<file path="src/rtl/lrst_pkg.sv">
package lrst_pkg;
   typedef enum logic [1:0] {
      ST_IDLE  = 2'd0,
      ST_DRAIN = 2'd1,
      ST_HOLD  = 2'd2,
      ST_EXIT  = 2'd3
   } lrst_state_e;
endpackage

</file>
<file path="src/rtl/lrst_tick.sv">
// Interval counter for the held state: wrap_o marks the last cycle of each
// PERIOD-cycle window that starts at the entry cycle.
module lrst_tick #(
   parameter int PERIOD = 16
) (
   input  logic clk,
   input  logic rst_n,
   input  logic clear_i,
   input  logic run_i,
   output logic wrap_o
);
   localparam int CNT_W = (PERIOD > 2) ? $clog2(PERIOD) : 1;
   localparam logic [CNT_W-1:0] LAST = CNT_W'(PERIOD - 1);
   localparam bit IS_POW2 = ((PERIOD & (PERIOD - 1)) == 0);

   logic [CNT_W-1:0] cnt_q;
   logic [CNT_W-1:0] cnt_nxt;

   generate
      if (IS_POW2) begin : g_pow2
         // natural wrap of the counter
         assign cnt_nxt = cnt_q + 1'b1;
      end else begin : g_cmp
         assign cnt_nxt = (cnt_q == LAST) ? '0 : cnt_q + 1'b1;
      end
   endgenerate

   assign wrap_o = run_i && (cnt_q == LAST);

   always_ff @(posedge clk or negedge rst_n) begin
      if (!rst_n) begin
         cnt_q <= '0;
      end else if (clear_i) begin
         cnt_q <= '0;
      end else if (run_i) begin
         cnt_q <= cnt_nxt;
      end
   end
endmodule

</file>
<file path="src/rtl/lrst_rdgen.sv">
// Dummy read issue with a single outstanding read; returned data is dropped.
module lrst_rdgen #(
   parameter int               ADDR_W     = 32,
   parameter logic [ADDR_W-1:0] RESET_ADDR = '0
) (
   input  logic              clk,
   input  logic              rst_n,
   input  logic              fire_i,
   input  logic              rd_valid_i,
   output logic              rd_req_o,
   output logic [ADDR_W-1:0] rd_addr_o,
   output logic              busy_o
);
   logic req_q;
   logic pend_q;
   logic issue;

   assign issue = fire_i && !(req_q || pend_q);

   always_ff @(posedge clk or negedge rst_n) begin
      if (!rst_n) begin
         req_q  <= 1'b0;
         pend_q <= 1'b0;
      end else begin
         req_q <= issue;
         if (req_q) begin
            pend_q <= 1'b1;
         end else if (rd_valid_i) begin
            pend_q <= 1'b0;
         end
      end
   end

   assign rd_req_o  = req_q;
   assign rd_addr_o = RESET_ADDR;
   // the cycle in which data returns already counts as free
   assign busy_o    = req_q || (pend_q && !rd_valid_i);
endmodule

</file>
<file path="src/rtl/lrst_ctrl.sv">
// State machine: idle -> drain -> hold -> (exit wait) -> idle.
module lrst_ctrl
   import lrst_pkg::*;
(
   input  logic clk,
   input  logic rst_n,
   input  logic req_i,
   input  logic empty_i,
   input  logic paused_i,
   input  logic wrap_i,
   input  logic busy_i,
   output logic drain_o,
   output logic held_o,
   output logic taken_o,
   output logic restart_o,
   output logic fire_o,
   output logic tick_clear_o,
   output logic tick_run_o
);
   lrst_state_e state_q, state_d;
   logic enter_hold;
   logic fire;
   logic leave;
   logic taken_q;
   logic restart_q;

   assign enter_hold = (state_q == ST_DRAIN) && req_i && empty_i && !paused_i;
   assign fire       = enter_hold || ((state_q == ST_HOLD) && req_i && wrap_i);
   assign leave      = ((state_q == ST_HOLD) && !req_i && !busy_i) ||
                       ((state_q == ST_EXIT) && !busy_i);

   always_comb begin
      state_d = state_q;
      unique case (state_q)
         ST_IDLE: begin
            if (req_i && !paused_i) state_d = ST_DRAIN;
         end
         ST_DRAIN: begin
            if (!req_i)          state_d = ST_IDLE;
            else if (enter_hold) state_d = ST_HOLD;
         end
         ST_HOLD: begin
            if (!req_i) state_d = busy_i ? ST_EXIT : ST_IDLE;
         end
         ST_EXIT: begin
            if (!busy_i) state_d = ST_IDLE;
         end
         default: state_d = ST_IDLE;
      endcase
   end

   always_ff @(posedge clk or negedge rst_n) begin
      if (!rst_n) begin
         state_q   <= ST_IDLE;
         taken_q   <= 1'b0;
         restart_q <= 1'b0;
      end else begin
         state_q   <= state_d;
         taken_q   <= fire;
         restart_q <= leave;
      end
   end

   assign drain_o      = (state_q == ST_DRAIN);
   assign held_o       = (state_q == ST_HOLD) || (state_q == ST_EXIT);
   assign taken_o      = taken_q;
   assign restart_o    = restart_q;
   assign fire_o       = fire;
   assign tick_clear_o = enter_hold;
   assign tick_run_o   = (state_q == ST_HOLD);
endmodule

</file>
<file path="src/rtl/local_reset_seq.sv">
module local_reset_seq #(
   parameter int               PERIOD     = 16,
   parameter int               ADDR_W     = 32,
   parameter logic [ADDR_W-1:0] RESET_ADDR = 32'h0000_1000
) (
   input  logic              clk,
   input  logic              rst_n,
   input  logic              rst_req_i,
   input  logic              pipe_empty_i,
   input  logic              dbg_paused_i,
   input  logic              rd_valid_i,
   output logic              drain_req_o,
   output logic              rst_taken_o,
   output logic              core_held_o,
   output logic              restart_o,
   output logic              rd_req_o,
   output logic [ADDR_W-1:0] rd_addr_o
);
   generate
      if (PERIOD < 2) begin : g_bad_period
         $error("local_reset_seq: PERIOD must be at least 2");
      end
      if (ADDR_W < 2 || ADDR_W > 64) begin : g_bad_addr
         $error("local_reset_seq: ADDR_W must lie in 2..64");
      end
   endgenerate

   logic wrap;
   logic busy;
   logic fire;
   logic tick_clear;
   logic tick_run;

   lrst_ctrl u_ctrl (
      .clk          (clk),
      .rst_n        (rst_n),
      .req_i        (rst_req_i),
      .empty_i      (pipe_empty_i),
      .paused_i     (dbg_paused_i),
      .wrap_i       (wrap),
      .busy_i       (busy),
      .drain_o      (drain_req_o),
      .held_o       (core_held_o),
      .taken_o      (rst_taken_o),
      .restart_o    (restart_o),
      .fire_o       (fire),
      .tick_clear_o (tick_clear),
      .tick_run_o   (tick_run)
   );

   lrst_tick #(.PERIOD(PERIOD)) u_tick (
      .clk     (clk),
      .rst_n   (rst_n),
      .clear_i (tick_clear),
      .run_i   (tick_run),
      .wrap_o  (wrap)
   );

   lrst_rdgen #(.ADDR_W(ADDR_W), .RESET_ADDR(RESET_ADDR)) u_rdgen (
      .clk        (clk),
      .rst_n      (rst_n),
      .fire_i     (fire),
      .rd_valid_i (rd_valid_i),
      .rd_req_o   (rd_req_o),
      .rd_addr_o  (rd_addr_o),
      .busy_o     (busy)
   );
endmodule

</file>
<file path="config.mk">
export PLATFORM = sky130hd
export DESIGN_NAME = local_reset_seq
export DESIGN_NICKNAME = d
export VERILOG_FILES = /design/src/rtl/lrst_pkg.sv /design/src/rtl/lrst_tick.sv /design/src/rtl/lrst_rdgen.sv /design/src/rtl/lrst_ctrl.sv /design/src/rtl/local_reset_seq.sv
export SDC_FILE = /design/constraint.sdc
export NUM_CORES = 1
export LEC_CHECK = 0
export CORE_MARGIN = 5
export CORE_UTILIZATION = 36
export CTS_BUF_LIST = sky130_fd_sc_hd__clkbuf_4 sky130_fd_sc_hd__clkbuf_8
export DETAILED_ROUTE_END_ITERATION = 8
export GPL_TIMING_DRIVEN = 0
export PLACE_DENSITY = 0.84
export SKIP_CTS_REPAIR_TIMING = 1
export SLEW_MARGIN = 20
export SYNTH_ARGS = -nofsm -noshare
export SYNTH_HDL_FRONTEND = slang
export SYNTH_HIERARCHICAL = 1
export SYNTH_SLANG_ARGS = --single-unit
export TNS_END_PERCENT = 20
</file>
<file path="constraint.sdc">
create_clock -name clk -period 1.3 [get_ports clk]
set_clock_uncertainty 0.05 [all_clocks]
set_input_delay 0.39 -clock clk [delete_from_list [all_inputs] [get_ports clk]]
set_output_delay 0.39 -clock clk [all_outputs]
set_load 0.02 [all_outputs]
</file>
Yosys cells after proc, flatten, opt, wreduce, memory -nomap -nowiden

Cells that the tools add are included.

$add $sub $neg: 1
Eq/ne operators: 8
Muxes and demuxes: 11
Reduce and logical (&&, ||, !) cells: 26

Operator list:

| operator                                               | count |
|---|---|
| logical AND 1 bit                                      | 12 |
| 2-to-1 mux 2 bit                                       | 6 |
| 2-to-1 mux 4 bit                                       | 2 |
| case mux 2 bit (4 select lines)                        | 1 |
| logical NOT 1 bit                                      | 5 |
| logical OR 1 bit                                       | 5 |
| adder 4 x 1 -> 4 bit (second input constant)           | 1 |
| == test 2 bit (second input constant)                  | 2 |
| == test 4 bit (second input constant)                  | 1 |
| inequality test 2 bit (second input constant)          | 2 |
| AND reduction 4 bit                                    | 1 |
| nonzero test 2 bit                                     | 2 |
| inequality test 3 x 2 -> 1 bit (second input constant) | 1 |
| == test 2 x 1 -> 1 bit (second input constant)         | 1 |
| logical NOT 2 bit                                      | 1 |
| 2-to-1 mux 1 bit                                       | 2 |
| inequality test 2 x 1 -> 1 bit (second input constant) | 1 |

Register bits after elaboration: 10
Bits of input ports: 6
Output and inout bits: 37
Word-level logic and storage cells: 52

Longest topological paths before layout

Depth after elaboration: 7
Gate-level depth with buffers: 7
Depth with buffers taken out: 5

Modules after synthesis

The synthesis kept the hierarchy.

Modules (own cells, without submodules):

| module     | times used | cells an instance | area each (um^2) |
|---|---|---|---|
| lrst_rdgen | 1          | 40                | 329.1 |
| lrst_ctrl  | 1          | 20                | 244.0 |
| lrst_tick  | 1          | 18                | 227.7 |

Worst setup path before layout

Ideal clock, no wire load.

Path type: register -> register
Start: register u_ctrl.state_q[1]
End: register u_tick.cnt_q[3]
Data arrival time: 1.294 ns
Slack: -0.169 ns
Stages on the path, launching flop included: 6
Buffers on the path: 1
Clock period less this slack: 1.469 ns
Cell sequence: dfrtp_1 -> buf_4 -> nor4bb_4 -> and2_1 -> nor2_1 -> mux2_4

Cells in the longest elaborated chain, start to end: 5

Ends and longest elaborated chain:

| what                                                          | RTL line              | text |
|---|---|---|
| start, declared                                               | lrst_ctrl.sv:20       | `lrst_state_e state_q, state_d;` |
| start signal, assigned                                        | lrst_ctrl.sv:58       | `state_q <= state_d;` |
| == test 2 x 1 -> 1 bit (*)                                    | lrst_ctrl.sv:27       | `assign enter_hold = (state_q == ST_DRAIN) && req_i && empty_i && !paused_i;` |
| logical AND 1 bit (*) (3 in a row)                            | lrst_ctrl.sv:27       |  |
| named net tick_clear                                          | local_reset_seq.sv:31 | `logic tick_clear;` |
| 2-to-1 mux 4 bit / nonzero test 2 bit (equally long branches) | n/a                   |  |
| end signal, assigned                                          | lrst_tick.sv:36       | `cnt_q <= cnt_nxt;` |
| end, declared                                                 | lrst_tick.sv:16       | `logic [CNT_W-1:0] cnt_q;` |

The timed path passes the listed nets; every way through them passes the cells marked *.
A chain may end at the register's enable or synchronous reset.

Worst setup path after layout

Start: register u_ctrl.state_q[0]
End: output drain_req_o

Cells in the longest elaborated chain, start to end: 1

Ends and longest elaborated chain:

| what                   | RTL line              | text |
|---|---|---|
| == test 2 x 1 -> 1 bit | lrst_ctrl.sv:64       | `assign drain_o = (state_q == ST_DRAIN);` |
| end, declared          | local_reset_seq.sv:12 | `output logic drain_req_o,` |

No other way between the ends.

==> impl_results.md <==
- Syn_area_per_cell: about 10 µm²
- Util after Layout: 0.524
- Flops & latches, synth: 10
- Clock share of power: 0.192
- DRT iter0 DRCs: 0
- ANT nets after route: 0
- DRC: 0
- Power Total: roughly 1.1 mW
- Failing checks: negative setup slack
- Die height: 57.2 µm
- Pin count of the biggest net entering global routing: 11
- Crit. End Element: output pin
- Global-route total usage across every layer: 0.0890
- WL/cell: a little over 9 µm
- Final Cell Area: around 0.0011 mm²
- Arr. time, crit path: 1.08 ns
- Maximum root-to-sink buffer count: 2
- DPL Wire Length: about 1100 µm
- Initial antenna violation count: 0
- Setup crit start kind: flip-flop
- Footprint of the multi-input gates: slightly above 400 µm²
- Die area: roughly 0.0033 mm²
- Diodes inserted: 0
- Core Box Area: approximately 0.0022 mm²
- P_leak: 0.677 nW
- Setup WS pre-CTS: -0.590 ns
- Flop pwr share: 0.426
- Hold Vio Cnt, Final: 0
- Mapped Area: 801 µm²
- Most common cell after layout, fill and taps aside: buf_4
- Yosys cell types: 28
- Synth top area share: 0.313
- Final Wtd Congestion: 0.679
- Psw: between 0.3 and 0.4 mW
- Yosys top cell by area: dfrtp_1
- Setup WS post-layout: -0.224 ns
- Vias in the first global route: approximately 530
- Period minus WS final: between 1.5 and 2 ns
- Maximum vdd drop: between 0.0005 and 0.0006 V
- Register area share after synthesis: 0.313
- Seq. cell area: 251 µm²
- CTS root buffer: clkbuf_4
- Power per cell area: ~950 mW/mm²
- Sink Count: 10
- Layout cells sized above 1: 0.465
- Commonest cells after routing, fill and taps aside: buf_4 (40), conb_1 (32), dfrtp_1 (9)
- Sw Ratio: 0.348
- Setup repair after global routing missed its margin: yes
- Max-cap viol count: 0
- Synth area leaders: dfrtp_1 (31%), buf_4 (31%), nor4bb_4 (3.1%)
- Initial Util: 0.369
- CTS Buf Count: 3
- Int Pwr: ~0.7 mW
- Outcome: finished with violations
- Worst-path fanout max: 4
- CTS H-Tree Depth: 1
- Die Span X: between 50 and 60 µm
- Via count: 573
- Final period utilization: 1.17
- Combinational share of power: 0.382
- GRT overflow: 0
- Fmax: roughly 660 MHz
- Gate Count Post-Synth: 78
- Syn. warnings: 6
- Input/output buffers: 10
- Worst-path clk slew: 0.06 ns
- Reg-to-Reg Start: u_ctrl/state_q[1]
- R2R cell count: 5
- Worst EP required: between 0.8 and 0.9 ns
- Slew Limit Fails: 0
- Worst Hold Class: primary input to asynchronous set/reset pin
- Filler cells: between 200 and 250
- IO Count: 43
- Synthesis-to-finish area growth: 42.0%
- Rows: 17
- CTS tree: built
- Drt total wl: ~1500 µm
- Placed cell area: about 0.0011 mm²
- Crit. Startpoint: u_ctrl/state_q[0]
- Clock Latency Late Sink: 0.26 ns
- Setup CP Type: flip-flop to output pin
- Nets: ~140
- Final setup violating endpoints: 7
- TritonRoute pass-1 iters: 1
- Vias/cell: about 3.6
- First-pass GRT wire length: about 2300 µm
[path summary, 6_finish.rpt]
path                       slack, ns                 to
max                            -0.22        drain_req_o
min                             0.39     u_ctrl/taken_o
max reg2reg                    -0.19    u_tick/cnt_q[3]
min reg2reg                     0.43   u_rdgen/rd_req_o
max in group asynchronous       0.48  u_ctrl/state_q[0]
min in group clk                0.39     u_rdgen/pend_q
[final cells by class]
type,instances,share of cell area
plain buffers,35,0.234
repair buffers,18,0.134
inverters,1,0.00330
flip-flops and latches,10,0.221
clock buffers,3,0.0198
well taps,28,0.0308
multi-input cells,62,0.356
[sequential cells by signal, indices dropped and copies added (netlist names)]
signal,count
u_tick/cnt_q,4
u_ctrl/state_q,2
u_ctrl/restart_o,1
u_ctrl/taken_o,1
u_rdgen/pend_q,1
u_rdgen/rd_req_o,1
[metrics by stage]
stage | TNS, ns | hold WS (ns) | instances
finish | -0.790 | 0.388 | 157
global placement | -3.54 | 0.406 | 146
CTS | -3.31 | 0.397 | 149
floorplan | -0.228 | 0.0444 | 108
global route | -1.14 | 0.399 | 157
detailed placement | -3.69 | 0.414 | 146
[critical path, cell delays in order, from the launching register on]
cell	delay, ns
dfrtp_2	0.43
buf_6	0.13
nor2b_1	0.12
buf_4	0.15
[synthesized netlist by cell type]
cell	instances
mux2_2	1
a21oi_1	1
buf_6	1
nand3b_1	2
o211a_1	1
buf_4	33
a21o_1	2
inv_1	1
xnor2_1	1
ha_1	1
and2_1	2
nor4bb_4	1
nor2b_1	3
nor2_1	3
mux2_4	1
nor3b_2	1
a221o_1	1
and2b_1	1
a21boi_0	1
dfrtp_1	10
nand4bb_1	1
nand4_4	1
mux2i_1	2
clkbuf_1	1
and4_1	1
a21bo_1	1
nor3b_1	1
conb_1	2
[power groups by stage]
stage                     Clock [mW]  Sequential [mW]  Combinational [mW]
after floorplan                    0            0.452               0.320
after global placement             0            0.459               0.372
after detailed placement           0            0.465               0.383
after CTS                      0.217            0.461               0.385
after global routing           0.230            0.477               0.453
final                          0.208            0.461               0.412
[layer usage]
layer	track usage	routed length, µm
met1	0.0935	524
met2	0.148	739
met3	0.0588	191
met4	0.0199	8
met5	0	0
[logic make-up (layout without fill, tap and decap cells)]
family | count (synthesis) | after routing | synth area share
AOI/OAI and AO/OA | 7 | 7 | 0.0719
other | 2 | 32 | 0.00938
and+or+nand+nor | 17 | 17 | 0.189
xor gates and xnor gates | 1 | 1 | 0.0109
DFF | 10 | 10 | 0.313
buffers and inverters | 36 | 57 | 0.333
adders and majority gates | 1 | 1 | 0.0156
muxes | 4 | 4 | 0.0578
Note: power is estimated with default switching activity, not from simulation.
